File: src/rtl/stw_pkg.sv
package stw_pkg;
  localparam int ID_W = 8;

  localparam logic [ID_W-1:0] ID_WR_BYTE  = 8'h10;
  localparam logic [ID_W-1:0] ID_WR_WORD  = 8'h11;
  localparam logic [ID_W-1:0] ID_DST_SHRT = 8'h20;
  localparam logic [ID_W-1:0] ID_DST_RAM  = 8'h21;
  localparam logic [ID_W-1:0] ID_DST_ROM  = 8'h22;
  localparam logic [ID_W-1:0] ID_DST_ROMW = 8'h23;
  localparam logic [ID_W-1:0] ID_ECHO_B   = 8'hA0;
  localparam logic [ID_W-1:0] ID_ECHO_W   = 8'hA1;
  localparam logic [ID_W-1:0] ID_REJECT   = 8'hFF;

  typedef enum logic [2:0] {
    ACT_REJECT,
    ACT_STAGE_B,
    ACT_STAGE_W,
    ACT_COMMIT_B,
    ACT_COMMIT_W
  } act_e;
endpackage

File: src/rtl/stw_cmd_decode.sv
module stw_cmd_decode
  import stw_pkg::*;
#(
  parameter int DW = 8
) (
  input  logic [ID_W-1:0] id,
  input  logic [DW-1:0]   op0,
  input  logic [DW-1:0]   op1,
  input  logic            stg_valid,
  input  logic            stg_word,
  output act_e            act,
  output logic [2*DW-1:0] addr,
  output logic            rom
);
  logic byte_ok;
  logic word_ok;

  assign byte_ok = stg_valid && !stg_word;
  assign word_ok = stg_valid && stg_word;

  always_comb begin
    act  = ACT_REJECT;
    addr = {op0, op1};
    rom  = 1'b0;
    case (id)
      ID_WR_BYTE:  if (op1 == ~op0) act = ACT_STAGE_B;
      ID_WR_WORD:  act = ACT_STAGE_W;
      ID_DST_SHRT: begin
        addr = {{DW{1'b0}}, op0};
        if (op0 == op1 && byte_ok) act = ACT_COMMIT_B;
      end
      ID_DST_RAM:  if (byte_ok) act = ACT_COMMIT_B;
      ID_DST_ROM: begin
        rom = 1'b1;
        if (byte_ok) act = ACT_COMMIT_B;
      end
      ID_DST_ROMW: begin
        rom = 1'b1;
        if (word_ok) act = ACT_COMMIT_W;
      end
      default: act = ACT_REJECT;
    endcase
  end
endmodule

File: src/rtl/stw_stage_buf.sv
module stw_stage_buf
  import stw_pkg::*;
#(
  parameter int DW = 8
) (
  input  logic          clk,
  input  logic          rst_n,
  input  logic          fire,
  input  act_e          act,
  input  logic [DW-1:0] op0,
  input  logic [DW-1:0] op1,
  output logic          stg_valid,
  output logic          stg_word,
  output logic [DW-1:0] stg_d0,
  output logic [DW-1:0] stg_d1
);
  always_ff @(posedge clk) begin
    if (!rst_n) begin
      stg_valid <= 1'b0;
      stg_word  <= 1'b0;
      stg_d0    <= '0;
      stg_d1    <= '0;
    end else if (fire) begin
      case (act)
        ACT_STAGE_B: begin
          stg_valid <= 1'b1;
          stg_word  <= 1'b0;
          stg_d0    <= op0;
          stg_d1    <= op1;
        end
        ACT_STAGE_W: begin
          stg_valid <= 1'b1;
          stg_word  <= 1'b1;
          stg_d0    <= op0;
          stg_d1    <= op1;
        end
        ACT_COMMIT_B, ACT_COMMIT_W: stg_valid <= 1'b0;
        default: ;
      endcase
    end
  end

  AST_REJECT_KEEPS: assert property (@(posedge clk) disable iff (!rst_n)
    (fire && act == ACT_REJECT) |=> $stable(stg_valid) && $stable(stg_d0) && $stable(stg_d1));
endmodule

File: src/rtl/stw_commit_seq.sv
module stw_commit_seq
  import stw_pkg::*;
#(
  parameter int DW = 8
) (
  input  logic            clk,
  input  logic            rst_n,
  input  logic            fire,
  input  act_e            act,
  input  logic [2*DW-1:0] addr,
  input  logic            rom,
  input  logic [DW-1:0]   op0,
  input  logic [DW-1:0]   op1,
  input  logic [DW-1:0]   stg_d0,
  input  logic [DW-1:0]   stg_d1,
  output logic            cmd_ready,
  output logic            rsp_valid,
  input  logic            rsp_ready,
  output logic [ID_W-1:0] rsp_id,
  output logic [DW-1:0]   rsp_d0,
  output logic [DW-1:0]   rsp_d1,
  output logic            wr_en,
  output logic [2*DW-1:0] wr_addr,
  output logic [DW-1:0]   wr_data,
  output logic            wr_rom,
  output logic            wr_word
);
  localparam int AW = 2 * DW;
  localparam logic [AW-1:0] ADDR_STEP = {{(AW-1){1'b0}}, 1'b1};

  typedef enum logic [1:0] {S_IDLE, S_RSP, S_WR_LO, S_WR_HI} st_e;

  st_e             state;
  logic [AW-1:0]   addr_q;
  logic            rom_q;
  logic            word_q;

  always_ff @(posedge clk) begin
    if (!rst_n) begin
      state  <= S_IDLE;
      addr_q <= '0;
      rom_q  <= 1'b0;
      word_q <= 1'b0;
      rsp_id <= '0;
      rsp_d0 <= '0;
      rsp_d1 <= '0;
    end else begin
      case (state)
        S_IDLE: if (fire) begin
          case (act)
            ACT_STAGE_B: begin
              rsp_id <= ID_ECHO_B;
              rsp_d0 <= op0;
              rsp_d1 <= op1;
              state  <= S_RSP;
            end
            ACT_STAGE_W: begin
              rsp_id <= ID_ECHO_W;
              rsp_d0 <= op0;
              rsp_d1 <= op1;
              state  <= S_RSP;
            end
            ACT_COMMIT_B, ACT_COMMIT_W: begin
              addr_q <= addr;
              rom_q  <= rom;
              word_q <= (act == ACT_COMMIT_W);
              state  <= S_WR_LO;
            end
            default: begin
              rsp_id <= ID_REJECT;
              rsp_d0 <= '0;
              rsp_d1 <= '1;
              state  <= S_RSP;
            end
          endcase
        end
        S_RSP: if (rsp_ready) state <= S_IDLE;
        S_WR_LO: begin
          if (word_q) begin
            addr_q <= addr_q + ADDR_STEP;
            state  <= S_WR_HI;
          end else begin
            state <= S_IDLE;
          end
        end
        default: state <= S_IDLE;
      endcase
    end
  end

  assign cmd_ready = (state == S_IDLE);
  assign rsp_valid = (state == S_RSP);
  assign wr_en     = (state == S_WR_LO) || (state == S_WR_HI);
  assign wr_addr   = addr_q;
  assign wr_data   = (state == S_WR_HI) ? stg_d1 : stg_d0;
  assign wr_rom    = rom_q;
  assign wr_word   = word_q;

  AST_RSP_HOLD: assert property (@(posedge clk) disable iff (!rst_n)
    (rsp_valid && !rsp_ready) |=> rsp_valid && $stable(rsp_id) && $stable(rsp_d0) && $stable(rsp_d1));
  AST_BUSY_WRITE: assert property (@(posedge clk) disable iff (!rst_n)
    wr_en |-> !cmd_ready);
  AST_WORD_STEP: assert property (@(posedge clk) disable iff (!rst_n)
    (state == S_WR_LO && word_q) |=> wr_en && wr_word && wr_addr == $past(wr_addr) + ADDR_STEP);
  AST_COMMIT_START: assert property (@(posedge clk) disable iff (!rst_n)
    (fire && (act == ACT_COMMIT_B || act == ACT_COMMIT_W)) |=> wr_en && !rsp_valid);
endmodule

File: src/rtl/staged_commit_ctrl.sv
module staged_commit_ctrl
  import stw_pkg::*;
#(
  parameter int DW = 8
) (
  input  logic            clk,
  input  logic            rst_n,
  input  logic            cmd_valid,
  output logic            cmd_ready,
  input  logic [7:0]      cmd_id,
  input  logic [DW-1:0]   cmd_op0,
  input  logic [DW-1:0]   cmd_op1,
  output logic            rsp_valid,
  input  logic            rsp_ready,
  output logic [7:0]      rsp_id,
  output logic [DW-1:0]   rsp_d0,
  output logic [DW-1:0]   rsp_d1,
  output logic            wr_en,
  output logic [2*DW-1:0] wr_addr,
  output logic [DW-1:0]   wr_data,
  output logic            wr_rom,
  output logic            wr_word
);
  localparam int AW = 2 * DW;

  act_e          act;
  logic [AW-1:0] dec_addr;
  logic          dec_rom;
  logic          fire;
  logic          stg_valid;
  logic          stg_word;
  logic [DW-1:0] stg_d0;
  logic [DW-1:0] stg_d1;
  logic          is_dest;

  assign fire    = cmd_valid && cmd_ready;
  assign is_dest = (cmd_id == ID_DST_SHRT) || (cmd_id == ID_DST_RAM) ||
                   (cmd_id == ID_DST_ROM)  || (cmd_id == ID_DST_ROMW);

  stw_cmd_decode #(.DW(DW)) u_dec (
    .id        (cmd_id),
    .op0       (cmd_op0),
    .op1       (cmd_op1),
    .stg_valid (stg_valid),
    .stg_word  (stg_word),
    .act       (act),
    .addr      (dec_addr),
    .rom       (dec_rom)
  );

  stw_stage_buf #(.DW(DW)) u_stage (
    .clk       (clk),
    .rst_n     (rst_n),
    .fire      (fire),
    .act       (act),
    .op0       (cmd_op0),
    .op1       (cmd_op1),
    .stg_valid (stg_valid),
    .stg_word  (stg_word),
    .stg_d0    (stg_d0),
    .stg_d1    (stg_d1)
  );

  stw_commit_seq #(.DW(DW)) u_seq (
    .clk       (clk),
    .rst_n     (rst_n),
    .fire      (fire),
    .act       (act),
    .addr      (dec_addr),
    .rom       (dec_rom),
    .op0       (cmd_op0),
    .op1       (cmd_op1),
    .stg_d0    (stg_d0),
    .stg_d1    (stg_d1),
    .cmd_ready (cmd_ready),
    .rsp_valid (rsp_valid),
    .rsp_ready (rsp_ready),
    .rsp_id    (rsp_id),
    .rsp_d0    (rsp_d0),
    .rsp_d1    (rsp_d1),
    .wr_en     (wr_en),
    .wr_addr   (wr_addr),
    .wr_data   (wr_data),
    .wr_rom    (wr_rom),
    .wr_word   (wr_word)
  );

  AST_EMPTY_DEST_REJECT: assert property (@(posedge clk) disable iff (!rst_n)
    (fire && is_dest && !stg_valid) |=> !wr_en && rsp_valid && rsp_id == ID_REJECT);
  AST_WORD_ECHO: assert property (@(posedge clk) disable iff (!rst_n)
    (fire && cmd_id == ID_WR_WORD) |=> !wr_en && rsp_valid && rsp_id == ID_ECHO_W);
  AST_DRAINED_ON_WRITE: assert property (@(posedge clk) disable iff (!rst_n)
    wr_en |-> !stg_valid);
  AST_SIZE_GUARD: assert property (@(posedge clk) disable iff (!rst_n)
    (fire && cmd_id == ID_DST_ROMW && stg_valid && !stg_word) |=> rsp_valid && rsp_id == ID_REJECT && stg_valid);
endmodule

File: config.mk
export PLATFORM = sky130hd
export DESIGN_NAME = staged_commit_ctrl
export DESIGN_NICKNAME = d
export VERILOG_FILES = /design/src/rtl/stw_pkg.sv /design/src/rtl/stw_cmd_decode.sv /design/src/rtl/stw_stage_buf.sv /design/src/rtl/stw_commit_seq.sv /design/src/rtl/staged_commit_ctrl.sv
export SDC_FILE = /design/constraint.sdc
export NUM_CORES = 1
export LEC_CHECK = 0
export BUFFER_PORTS_ARGS = -buffer_cell sky130_fd_sc_hd__buf_4
export CORE_MARGIN = 8
export CORE_UTILIZATION = 28
export CTS_BUF_LIST = sky130_fd_sc_hd__clkbuf_8
export CTS_CLUSTER_DIAMETER = 120
export DETAILED_ROUTE_END_ITERATION = 12
export GPL_TIMING_DRIVEN = 0
export SYNTH_ARGS = -nofsm -noshare
export SYNTH_HDL_FRONTEND = slang
export SYNTH_SLANG_ARGS = --single-unit
File: constraint.sdc
create_clock -name clk -period 2.5 [get_ports clk]
set_input_delay 0.125 -clock clk [delete_from_list [all_inputs] [get_ports clk]]
set_output_delay 0.125 -clock clk [all_outputs]
set_load 0.03 [all_outputs]
# After elaboration in Yosys (flattened, before gate mapping)
# Cells that the tools add are included.
[word_totals] ff_bits=62 inputBits=28 out_inout_bits=53 wordCells=76
[classes] add_sub_neg=1 n_eq_ne=19 mux=22 n_bitwise=2 n_reduce_logical=21
[ops] op="two-way mux 16 bit" count=4
[ops] op="== test 8 x 6 -> 1 bit (second input constant)" count=4
[ops] op="one-hot mux 16 bit (2 select lines)" count=1
[ops] op="one-hot mux 8 bit (2 select lines)" count=2
[ops] op="one-hot mux 8 bit (3 select lines)" count=1
[ops] op="adder 16 x 1 -> 16 bit (second input constant)" count=1
[ops] op="== test 8 x 5 -> 1 bit (second input constant)" count=2
[ops] op="== test 8 bit" count=2
[ops] op="one-hot mux 3 bit (5 select lines)" count=1
[ops] op="two-way mux 2 bit" count=6
[ops] op="two-way mux 8 bit" count=1
[ops] op="!= test 2 x 1 -> 1 bit (second input constant)" count=4
[ops] op="inverter 8 bit" count=1
[ops] op="AND reduction 2 bit" count=4
[ops] op="OR reduction 2 bit" count=4
[ops] op="== test 3 x 2 -> 1 bit (second input constant)" count=2
[ops] op="one-hot mux 2 bit (3 select lines)" count=1
[ops] op="AND reduction 3 bit" count=2
[ops] op="nonzero test 2 bit" count=3
[ops] op="== test 2 bit (second input constant)" count=2
[ops] op="logical AND 1 bit" count=4
[ops] op="one-hot mux 1 bit (2 select lines)" count=2
[ops] op="AND reduction 4 bit" count=1
[ops] op="== test 3 x 1 -> 1 bit (second input constant)" count=1
[ops] op="8 further kinds" count=9

# Logic depth before layout (Yosys ltp)
# Gate-level depths: netlist of run 1.
[logic_depth] word_depth=10 mapped_depth=8 depth_no_buf=6

# Cells and area by module
# A second synthesis of run 1 with hierarchy kept.
[hier_totals] cells_unflattened=390 hier_area_um2=3288.2
[modules_own_cells] mod="stw_commit_seq" n_inst=1 cells_each=258 area_each_um2=2158.3 seq_area_each_um2=780.7
[modules_own_cells] mod="stw_stage_buf" n_inst=1 cells_each=84 area_each_um2=760.7 seq_area_each_um2=360.3
[modules_own_cells] mod="stw_cmd_decode" n_inst=1 cells_each=47 area_each_um2=362.8 seq_area_each_um2=0.0
[modules_own_cells] mod="staged_commit_ctrl" n_inst=1 cells_each=1 area_each_um2=6.3 seq_area_each_um2=0.0

# Worst setup path before layout of run 1
# No wires, ideal clock.
[synth_timing] path_kind="input to register" from="input port cmd_id[1]" to="register u_seq.addr_q[0], in the netlist u_seq.wr_addr[0]" setup_ns=0.120 t_arrival_ns=2.075 t_required_ns=2.380 slack_ns=0.305 stages=7 n_path_buf=2 cell_sequence="buf_2 -> or4b_4 -> or2_1 -> buf_6 -> or4_4 -> and3_1 -> o31a_1"
[synth_between] elab_chain_cells=7 elab_cells_between_ends=17 classes_between="9 x eq/ne; 5 x mux; 3 x reduce/logical"
[synth_lines] item="from (decl)" line="staged_commit_ctrl.sv:10" rtl="input logic [7:0] cmd_id,"
[synth_lines] item="== test 8 x 6 -> 1 bit" line="stw_cmd_decode.sv:25" rtl="case (id)"
[synth_lines] item="OR reduction 2 bit (no source line)"
[synth_lines] item="one-hot mux 3 bit (5 select lines)" line="stw_cmd_decode.sv:25"
[synth_lines] item="== test 3 x 2 -> 1 bit / == test 3 bit (equally long branches)" line="stw_commit_seq.sv:50" rtl="case (act)"
[synth_lines] item="OR reduction 2 bit" line="stw_commit_seq.sv:50"
[synth_lines] item="!= test 2 x 1 -> 1 bit (no source line)"
[synth_lines] item="AND reduction 4 bit (no source line)"
[synth_lines] item="to (signal assigned)" line="stw_commit_seq.sv:64" rtl="addr_q <= addr;"
[synth_lines] item="to (signal assigned)" line="stw_commit_seq.sv:80" rtl="addr_q <= addr_q + ADDR_STEP;"
[synth_lines] item="to (decl)" line="stw_commit_seq.sv:34" rtl="logic [AW-1:0] addr_q;"
# Several ways; a longest one is shown, not always the timed one. The select of a mux whose other input is x is not followed.
# A chain may end at the register's enable or synchronous reset.

# Worst setup path in the final report of run 1
[layout_timing] from="register u_seq.state[1]" to="register u_seq.addr_q[4], in the netlist u_seq.wr_addr[4]"
[layout_between] elab_chain_cells=4 elab_cells_between_ends=9 classes_between="4 x eq/ne; 1 x mux; 4 x reduce/logical"
[layout_lines] item="from (decl)" line="stw_commit_seq.sv:33" rtl="st_e state;"
[layout_lines] item="from (signal assigned)" line="stw_commit_seq.sv:40" rtl="state <= S_IDLE;"
[layout_lines] item="from (signal assigned)" line="stw_commit_seq.sv:55" rtl="state <= S_RSP;"
[layout_lines] item="from (signal assigned)" line="stw_commit_seq.sv:61" rtl="state <= S_RSP;"
[layout_lines] item="zero test 2 bit" line="stw_commit_seq.sv:48, stw_commit_seq.sv:91"
[layout_lines] item="logical AND 1 bit" line="staged_commit_ctrl.sv:36" rtl="assign fire = cmd_valid && cmd_ready;"
[layout_lines] item="!= test 2 x 1 -> 1 bit (no source line)"
[layout_lines] item="AND reduction 4 bit (no source line)"
# Several ways; a longest one is shown, not always the timed one.

==> impl_metrics.toml, run 1 <==
[run_status]
outcome = "complete, no violations"

[floorplanning]
start_util_pct = 28.3
dieArea_mm2 = 0.0151
fp.dieH_um = 123
ios = 81
core_area_mm2 = 0.0113
die_w_um = 123
row_count = 39

[power]
p_per_area_mw_per_mm2 = 546
leakage_nw = 1.56
ir_worst_vdd_mv = 0.270

[timing]
slew_viol_final = 0
slew_headroom_pct = 53.9
worstMarginPinSlew_ns = 0.690
finalSetupTns_ns = 0
fin_skew_ns = 0.00777
rsz0062_at_grt = "no"
period_needed_ns = 2.26
finalCritPeriodShare_pct = 90.5
fmax_mhz = 442
hold_violations = 0
setup_viol = 0
setup_slack_ns = 0.238

[setup_path]
endpoint_kind = "flip-flop"
startpoint = "u_seq.state[1]$_SDFFE_PN0P_"
critPathKind = "reg -> reg"
worstPathArrival_ns = 2.50
cp_max_fo = 10
reg2reg_from = "u_seq.state[1]$_SDFFE_PN0P_"
cp.required_ns = 2.74
start_kind = "flip-flop"

[global_routing]
grt_max_degree = 12
grt_pass1_vias = 3336
grt_usage_pct = 15.4
grt_pass1_wl_mm = 18.1
antenna_found_initial = 0
overflow = 0

[drt]
dr.pass1.iters = 5
antenna_left = 0
drc = 0
vias = 3438
routedWlPerCell_um = 18.4
via_per_inst = 5.50
wl_mm = 11.5
drt_iter0_drc = 412

[clock_tree]
cts.sinks = 57
cts_tree = "done"
clockBufferDepth = 2
cts_buffers = 9
hold_buffers = 0
htreeDepth = 3
clk_pin_slew_ns = 0.07
root_buffer = "clkbuf_8"
worstSkewPairLatency_ns = 0.34

[synth]
async_reset_ff_share_pct = 0
synth-main-ff-cell = "dfxtp_1"
syn-num-nets = 418
syn_avg_cell_area_um2 = 8.21
ys_ff_latch = 57
synth_top_cell_area_share_pct = 35.7
yosysSeqAreaShare_pct = 35.7
synth_cells = 389
synth-edff-count = 0
synth_top_area_cell = "dfxtp_1"
synth_area_leaders = "dfxtp_1 36%, a21oi_1 7.1%, o21ai_0 6.1%"
synthesis.area_mm2 = 0.00319
ys_warn_count = 0
synth.distinct_cells = 54

[placement]
place_hpwl_mm = 8.73
numPortBuffers = 77
gp_congestion = 0.946
pre_cts_ws_ns = 0.0534

[final_layout]
final_common_cell = "buf_4"
drive_above_1_share_pct = 29.0
final_cell_mix = "83 x buf_4, 57 x dfxtp_1, 45 x a21oi_1"
nets = 506
diodes = 0
areaGrowthSynthToFinish_pct = 30.0

[hold_path]
min_path_type = "in -> reg"
holdCritStartpoint = "cmd_id[0]"

[run]
drv_cap = 0
critical path: stages (launching register included):
cell and delay, ns:
dfxtp_1 0.31, clkbuf_1 0.35, mux2i_1 0.17, nor2_1 0.55, o21ai_2 0.25, buf_4 0.27
o32ai_2 0.26
sequential cells by signal, indices dropped and copies added, names as in the netlist, 2 cells and up:
name / cells
u_seq.rsp_id: 3
u_seq.rsp_d0: 8
u_seq.wr_addr: 16
u_stage.stg_d0: 8
u_seq.rsp_d1: 8
u_seq.state: 2
u_stage.stg_d1: 8
stage by stage:
| stage | util [%] | area, um2 | power [W] | hold slack [ns] | std cells |
|---|---|---|---|---|---|
| floorplan | - | 3190 | 0.00125 | 0.277 | 389 |
| global placement | 35.0 | 3950 | 0.00142 | 0.409 | 609 |
| detailed placement | 35.0 | 3950 | 0.00142 | 0.420 | 609 |
| CTS | 36.8 | 4150 | 0.00228 | 0.0524 | 625 |
| global route | 36.8 | 4150 | 0.00237 | 0.0514 | 625 |
| finish | 36.8 | 4150 | 0.00226 | 0.0771 | 625 |
where the power goes:
group,switching [W],internal [W]
Clock,0.000401,0.000457
Sequential,0.0000325,0.000940
Combinational,0.000266,0.000168
layer usage:
metal	vias up	GRT usage, %	part of all wire, %
met3	16	5.43	10
met1	1620	19.0	42
li1	1632	-	-
met2	170	24.3	46
met4	0	5.41	1.2
met5	-	0	0
cells in the mapped netlist (all sizes together) (6+ instances only):
| library cell | n |
|---|---|
| a21oi | 45 |
| buf | 13 |
| clkbuf | 24 |
| dfxtp | 57 |
| mux2 | 14 |
| mux2i | 8 |
| nand2 | 36 |
| nand3 | 27 |
| nand4 | 7 |
| nor2 | 14 |
| nor3 | 7 |
| nor3b | 6 |
| nor4 | 11 |
| o21ai | 42 |
| o221a | 9 |
| o32ai | 8 |
| xnor2 | 10 |
area by class of cell:
class | count | area [um2]
fill | 1178 | 7120
multi-input combinational | 291 | 1860
sequential | 57 | 1140
timing repair buffer | 77 | 578
buffer | 37 | 183
tap | 143 | 179
clock buffer | 9 | 124
clock inverter | 7 | 71.3
inverter | 4 | 15.0
repair_timing:
| item | 4_1_cts | 5_1_grt |
|---|---|---|
| buffers inserted | 0 | 0 |
| resized for setup | 0 | 3 |
| setup endpoints to repair | 0 | 16 |
final timing paths:
path                            slack (ns)                              to  depth (start not counted)
worst max-delay path                  0.24   u_seq.wr_addr[4]$_SDFFE_PN0P_                          6
worst min-delay path                  0.08   u_stage.stg_word$_SDFFE_PN0P_                          3
worst max register to register        0.24   u_seq.wr_addr[4]$_SDFFE_PN0P_                          6
worst min register to register        0.47  u_stage.stg_d1[2]$_SDFFE_PN0P_                          2
cell families after synthesis:
| family | after synthesis | share of synthesized area, % |
|---|---|---|
| AND/OR/NAND/NOR | 128 | 21.0 |
| XOR/XNOR | 11 | 3.02 |
| adder cells (fa/ha/maj) | 1 | 0.392 |
| buffers and inverters | 41 | 6.15 |
| flip-flops | 57 | 35.7 |
| AO/OA/AOI/OAI | 129 | 26.3 |
| multiplexers | 22 | 7.45 |
Note: power is estimated with default switching activity, not from simulation.
==> run 2, diff against run 1 <==
--- a/config.mk
+++ b/config.mk
@@ -6,6 +6,7 @@
 export NUM_CORES = 1
 export LEC_CHECK = 0
 export BUFFER_PORTS_ARGS = -buffer_cell sky130_fd_sc_hd__buf_4
+export CORE_ASPECT_RATIO = 1.2
 export CORE_MARGIN = 8
 export CORE_UTILIZATION = 28
 export CTS_BUF_LIST = sky130_fd_sc_hd__clkbuf_8
==> constraint.sdc (replaced) <==
create_clock -name clk -period 2.6 [get_ports clk]
set_input_delay 0.13 -clock clk [delete_from_list [all_inputs] [get_ports clk]]
set_output_delay 0.13 -clock clk [all_outputs]
set_load 0.03 [all_outputs]
==> run 2 against run 1 <==
Compared with the run above: combinational power fell by 3%; sequential share of layout area barely moved; critical path depth rose by 1; cell area rose by 0.15%; final cell count rose by 1.8%; power fell by 4.3%; via count fell by 0.35%; utilization rose by 0.67 points; count of clock-buffer cells in the layout rose by 1; largest cell class unchanged; clock power fell by 5.4%; register-to-register slack improved by 0.07 ns.
==> impl_metrics.toml, run 2 (synthesized netlist as in run 1, its figures left out) <==
[placement]
gp_congestion = 0.903
place_hpwl_mm = 8.71
numPortBuffers = 77
placed_area_mm2 = 0.00396

[global_routing]
grt_usage_pct = 15.5
grt_util_met1_pct = 18.5
grt_max_degree = 11
grt_pass1_wl_mm = 18.7
grt_use_met2_pct = 25.0
grt_pass1_vias = 3512
overflow = 0
antenna_found_initial = 0
top_usage_layer = "met2"
grt_use_met3_pct = 4.55

[floorplanning]
fp.dieH_um = 133
ios = 81
core_area_mm2 = 0.0111
row_count = 42
dieArea_mm2 = 0.0151
die_w_um = 113
start_util_pct = 28.8

[timing]
finalCritPeriodShare_pct = 88.1
slew_headroom_pct = 49.5
period_needed_ns = 2.29
finalHoldWorstSlack_ns = 0.0758
rsz0062_at_grt = "no"
fin_skew_ns = 0.00477
setup_viol = 0
worstMarginPinSlew_ns = 0.755
finalSetupTns_ns = 0
slew_viol_final = 0
hold_violations = 0
fmax_mhz = 436

[run]
drv_cap = 0

[drt]
drt_iter0_drc = 211
wl_mm = 11.6
drc = 0
routedWlPerCell_um = 18.3
antenna_left = 0
via_per_inst = 5.39
vias = 3426
dr.pass1.iters = 5

[run_status]
outcome = "complete, no violations"

[clock_tree]
htreeDepth = 3
post_cts_buffers = 0
hold_buffers = 0
cts_tree = "done"
root_buffer = "clkbuf_8"
clockBufferDepth = 2
worstSkewPairLatency_ns = 0.35
clk_pin_slew_ns = 0.06
cts_buffers = 9
cts.sinks = 57

[power]
power.share.clock_pct = 37.5
ir_worst_vdd_mv = 0.173
p_per_area_mw_per_mm2 = 521
internal_power_w = 0.00152
p_comb_share_pct = 19.4
swShare_pct = 29.8
leakage_nw = 1.57
power_switching_w = 0.000647
seq_power_share_pct = 43.1
power_w = 0.00217

[final_layout]
nets = 506
drive_above_1_share_pct = 28.2
final_cell_area_mm2 = 0.00416
diodes = 0
final_cell_mix = "83 x buf_4, 57 x dfxtp_1, 45 x a21oi_1"
final_common_cell = "buf_4"
areaGrowthSynthToFinish_pct = 30.2
largest_register_ffs = 16

[hold_path]
min_path_cells = 3
min_path_type = "in -> reg"

[setup_path]
startpoint = "u_seq.state[1]$_SDFFE_PN0P_"
worstRegToRegCells = 7
cp.required_ns = 2.84
start_kind = "flip-flop"
worstSetupEndpoint = "u_seq.rsp_d1[7]$_SDFFE_PN0P_"
critPathKind = "reg -> reg"
worstPathArrival_ns = 2.53
cp_max_fo = 10
r2r_slack_ns = 0.31
endpoint_kind = "flip-flop"
rr_endpoint = "u_seq.rsp_d1[7]$_SDFFE_PN0P_"
reg2reg_from = "u_seq.state[1]$_SDFFE_PN0P_"
## run 2: cell count changes in the layout (fill, tap and decap cells not counted)
cell and delta:
clkbuf_8 +1, clkinv_4 -1, clkbuf_2 -1, clkbuf_1 +1
clkinvlp_4 -3, inv_1 +3
## run 2: worst min-delay path by stage
stage	endpoint	slack [ns]	startpoint
CTS	u_stage.stg_word$_SDFFE_PN0P_	0.07	cmd_id[0]
detailed placement	u_stage.stg_word$_SDFFE_PN0P_	0.43	cmd_id[0]
global placement	u_stage.stg_word$_SDFFE_PN0P_	0.41	cmd_id[0]
floorplan	u_stage.stg_d1[0]$_SDFFE_PN0P_	0.28	cmd_op1[0]
global route	u_stage.stg_word$_SDFFE_PN0P_	0.08	cmd_id[0]
finish	u_stage.stg_word$_SDFFE_PN0P_	0.08	cmd_id[0]
## run 2: area by class of cell
class	count	area [um2]
Fill cell	1176	6930
Multi-Input combinational cell	291	1860
Sequential cell	57	1140
Timing Repair Buffer	77	578
Tap cell	154	193
Buffer	37	181
Clock buffer	10	138
Clock inverter	6	51.3
Inverter	4	15.0
## run 2: power groups by stage
stage | combinational [W] | clock, W | sequential, W
6_report | 0.000421 | 0.000812 | 0.000934
5_1_grt | 0.000450 | 0.000865 | 0.000938
4_1_cts | 0.000419 | 0.000824 | 0.000933
3_5_place_dp | 0.000417 | 0 | 0.000952
3_3_place_gp | 0.000412 | 0 | 0.000952
2_1_floorplan | 0.000198 | 0 | 0.00100
## run 2: what timing repair did
action | in CTS | in global routing
gates resized for setup | 0 | 1
hold endpoints to repair | 0 | 0
setup endpoints to repair | 0 | 9
## run 2: per-stage QoR
step           std cells  util (%)  worst slack (ns)
5_1_grt              636      37.5            0.0617
4_1_cts              636      37.5             0.120
2_1_floorplan        389         -             0.400
6_report             636      37.5             0.308
3_5_place_dp         620      35.7             0.138
3_3_place_gp         620      35.7             0.157
## run 2: per-layer routing
layer	share of wire [%]	wire length (um)
met3	8.3	968
met5	0	0
met1	43	4960
met4	2.3	266
met2	47	5450
## run 2: critical path, stage by stage, from the launching register on
cell      delay [ns]
dfxtp_1         0.29
clkbuf_1        0.21
nor3b_2         0.37
nand3b_1        0.11
nor3_1          0.20
clkbuf_1        0.37
nand2_1         0.30
o221a_2         0.32
==> run 3, diff against run 2 <==
--- a/config.mk
+++ b/config.mk
@@ -13,6 +13,7 @@
 export CTS_CLUSTER_DIAMETER = 120
 export DETAILED_ROUTE_END_ITERATION = 12
 export GPL_TIMING_DRIVEN = 0
+export PLACE_DENSITY = 0.47
 export SYNTH_ARGS = -nofsm -noshare
 export SYNTH_HDL_FRONTEND = slang
 export SYNTH_SLANG_ARGS = --single-unit
==> run 3 against run 2 <==
Compared with the run above: sequential share of layout area up 0.17 points; clock skew is 0.0021 ns higher; via count fell by 0.93%.
==> impl_metrics.toml, run 3 (synthesized netlist as in run 1, its figures left out) <==
[run_status]
outcome = "complete, no violations"

[clock_tree]
cts.sinks = 57
worstSkewPairLatency_ns = 0.34
root_buffer = "clkbuf_8"
cts_buffers = 9
clockBufferDepth = 2
clk_pin_slew_ns = 0.07
cts_tree = "done"
htreeDepth = 3

[timing]
hold_violations = 0
worstMarginPinSlew_ns = 0.780
finalCritPeriodShare_pct = 88.2
slew_headroom_pct = 47.8
fmax_mhz = 436
slew_viol_final = 0
period_needed_ns = 2.29
fin_skew_ns = 0.00691
setup_slack_ns = 0.306
setup_viol = 0
finalSetupTns_ns = 0
rsz0062_at_grt = "no"

[setup_path]
cp_max_fo = 10
start_kind = "flip-flop"
endpoint_kind = "flip-flop"
r2r_slack_ns = 0.31
cp.required_ns = 2.86
critPathKind = "reg -> reg"
worstPathArrival_ns = 2.56

[global_routing]
overflow = 0
grt_max_degree = 11
grt_usage_pct = 15.6
grt_pass1_wl_mm = 18.5
grt_pass1_vias = 3398
antenna_found_initial = 0

[final_layout]
areaGrowthSynthToFinish_pct = 29.4
final_cell_mix = "83 x buf_4, 57 x dfxtp_1, 45 x a21oi_1"
diodes = 0
final_common_cell = "buf_4"
num-fill-cells = 1193
nets = 506
largest_register_ffs = 16
drive_above_1_share_pct = 28.7

[placement]
pre_cts_ws_ns = 0.110
place_hpwl_mm = 9.05
numPortBuffers = 77
gp_congestion = 0.870

[drt]
drc = 0
vias = 3394
via_per_inst = 5.34
routedWlPerCell_um = 19.0
dr.pass1.iters = 4
antenna_left = 0
wl_mm = 12.0
drt_iter0_drc = 170

[power]
leakage_nw = 1.56
p_per_area_mw_per_mm2 = 502
ir_worst_vdd_mv = 0.191

[floorplanning]
row_count = 42
die_w_um = 113
core_area_mm2 = 0.0111
start_util_pct = 28.8
fp.dieH_um = 133
ios = 81
dieArea_mm2 = 0.0151

[run]
drv_cap = 0

[hold_path]
min_path_type = "in -> reg"
[run 3: changes by cell type in the layout (fill, tap and decap cells not counted)]
| cell | previous run | this run |
|---|---|---|
| clkbuf_2 | 0 | 1 |
| clkbuf_1 | 24 | 23 |
| inv_1 | 7 | 5 |
| bufinv_16 | 1 | 0 |
| clkinv_2 | 2 | 4 |
[run 3: worst paths after layout]
path,startpoint,endpoint,cells past startpoint
hold / removal,cmd_id[0],u_stage.stg_word$_SDFFE_PN0P_,3
hold reg to reg,u_seq.wr_rom$_SDFFE_PN0P_,u_seq.wr_rom$_SDFFE_PN0P_,2
setup reg to reg,u_seq.state[1]$_SDFFE_PN0P_,u_seq.wr_addr[2]$_SDFFE_PN0P_,6
setup / recovery,u_seq.state[1]$_SDFFE_PN0P_,u_seq.wr_addr[2]$_SDFFE_PN0P_,6
[run 3: repair_timing]
| action | 4_1_cts | 5_1_grt |
|---|---|---|
| resized for setup | 0 | 3 |
| buffers inserted | 0 | 0 |
| endpoints found under the setup margin | 0 | 13 |
| hold buffers | 0 | 0 |
[run 3: layout make-up]
type	count	area [um2]	share of cell area [%]
multi-input combinational	291	1860	45.0
sequential	57	1140	27.6
clock buffer	10	138	3.33
inverter	4	15.0	0.363
buffer	37	183	4.42
timing repair buffer	77	578	14.0
clock inverter	5	23.8	0.575
tap	154	193	4.66
[run 3: power breakdown]
group | switching, W | internal (W)
Combinational | 0.000262 | 0.000161
Clock | 0.000360 | 0.000356
Sequential | 0.0000290 | 0.000904
Total | 0.000651 | 0.00142
[run 3: metrics by stage]
step	hold WS, ns	cell area (um2)	power [W]	utilization, %	cells
after floorplan	0.282	3190	0.00120	-	389
after global placement	0.415	3960	0.00137	35.7	620
after detailed placement	0.418	3960	0.00137	35.7	620
after CTS	0.0480	4130	0.00210	37.2	635
after global routing	0.0652	4130	0.00217	37.3	635
final	0.0650	4130	0.00207	37.3	635
[run 3: per-layer routing]
layer / vias up / GRT usage, % / routed length (um)
met5: - / 0 / 0
met4: 0 / 5.12 / 140
met3: 12 / 4.05 / 760
met2: 113 / 26.1 / 5820
met1: 1645 / 19.0 / 5320
li1: 1624 / - / -
[run 3: critical path, stage by stage, from the launching register on]
cell and delay, ns:
dfxtp_1 0.31, clkbuf_1 0.36, mux2i_1 0.16, nor2_1 0.62
o21ai_2 0.25, buf_4 0.27, o32ai_2 0.25
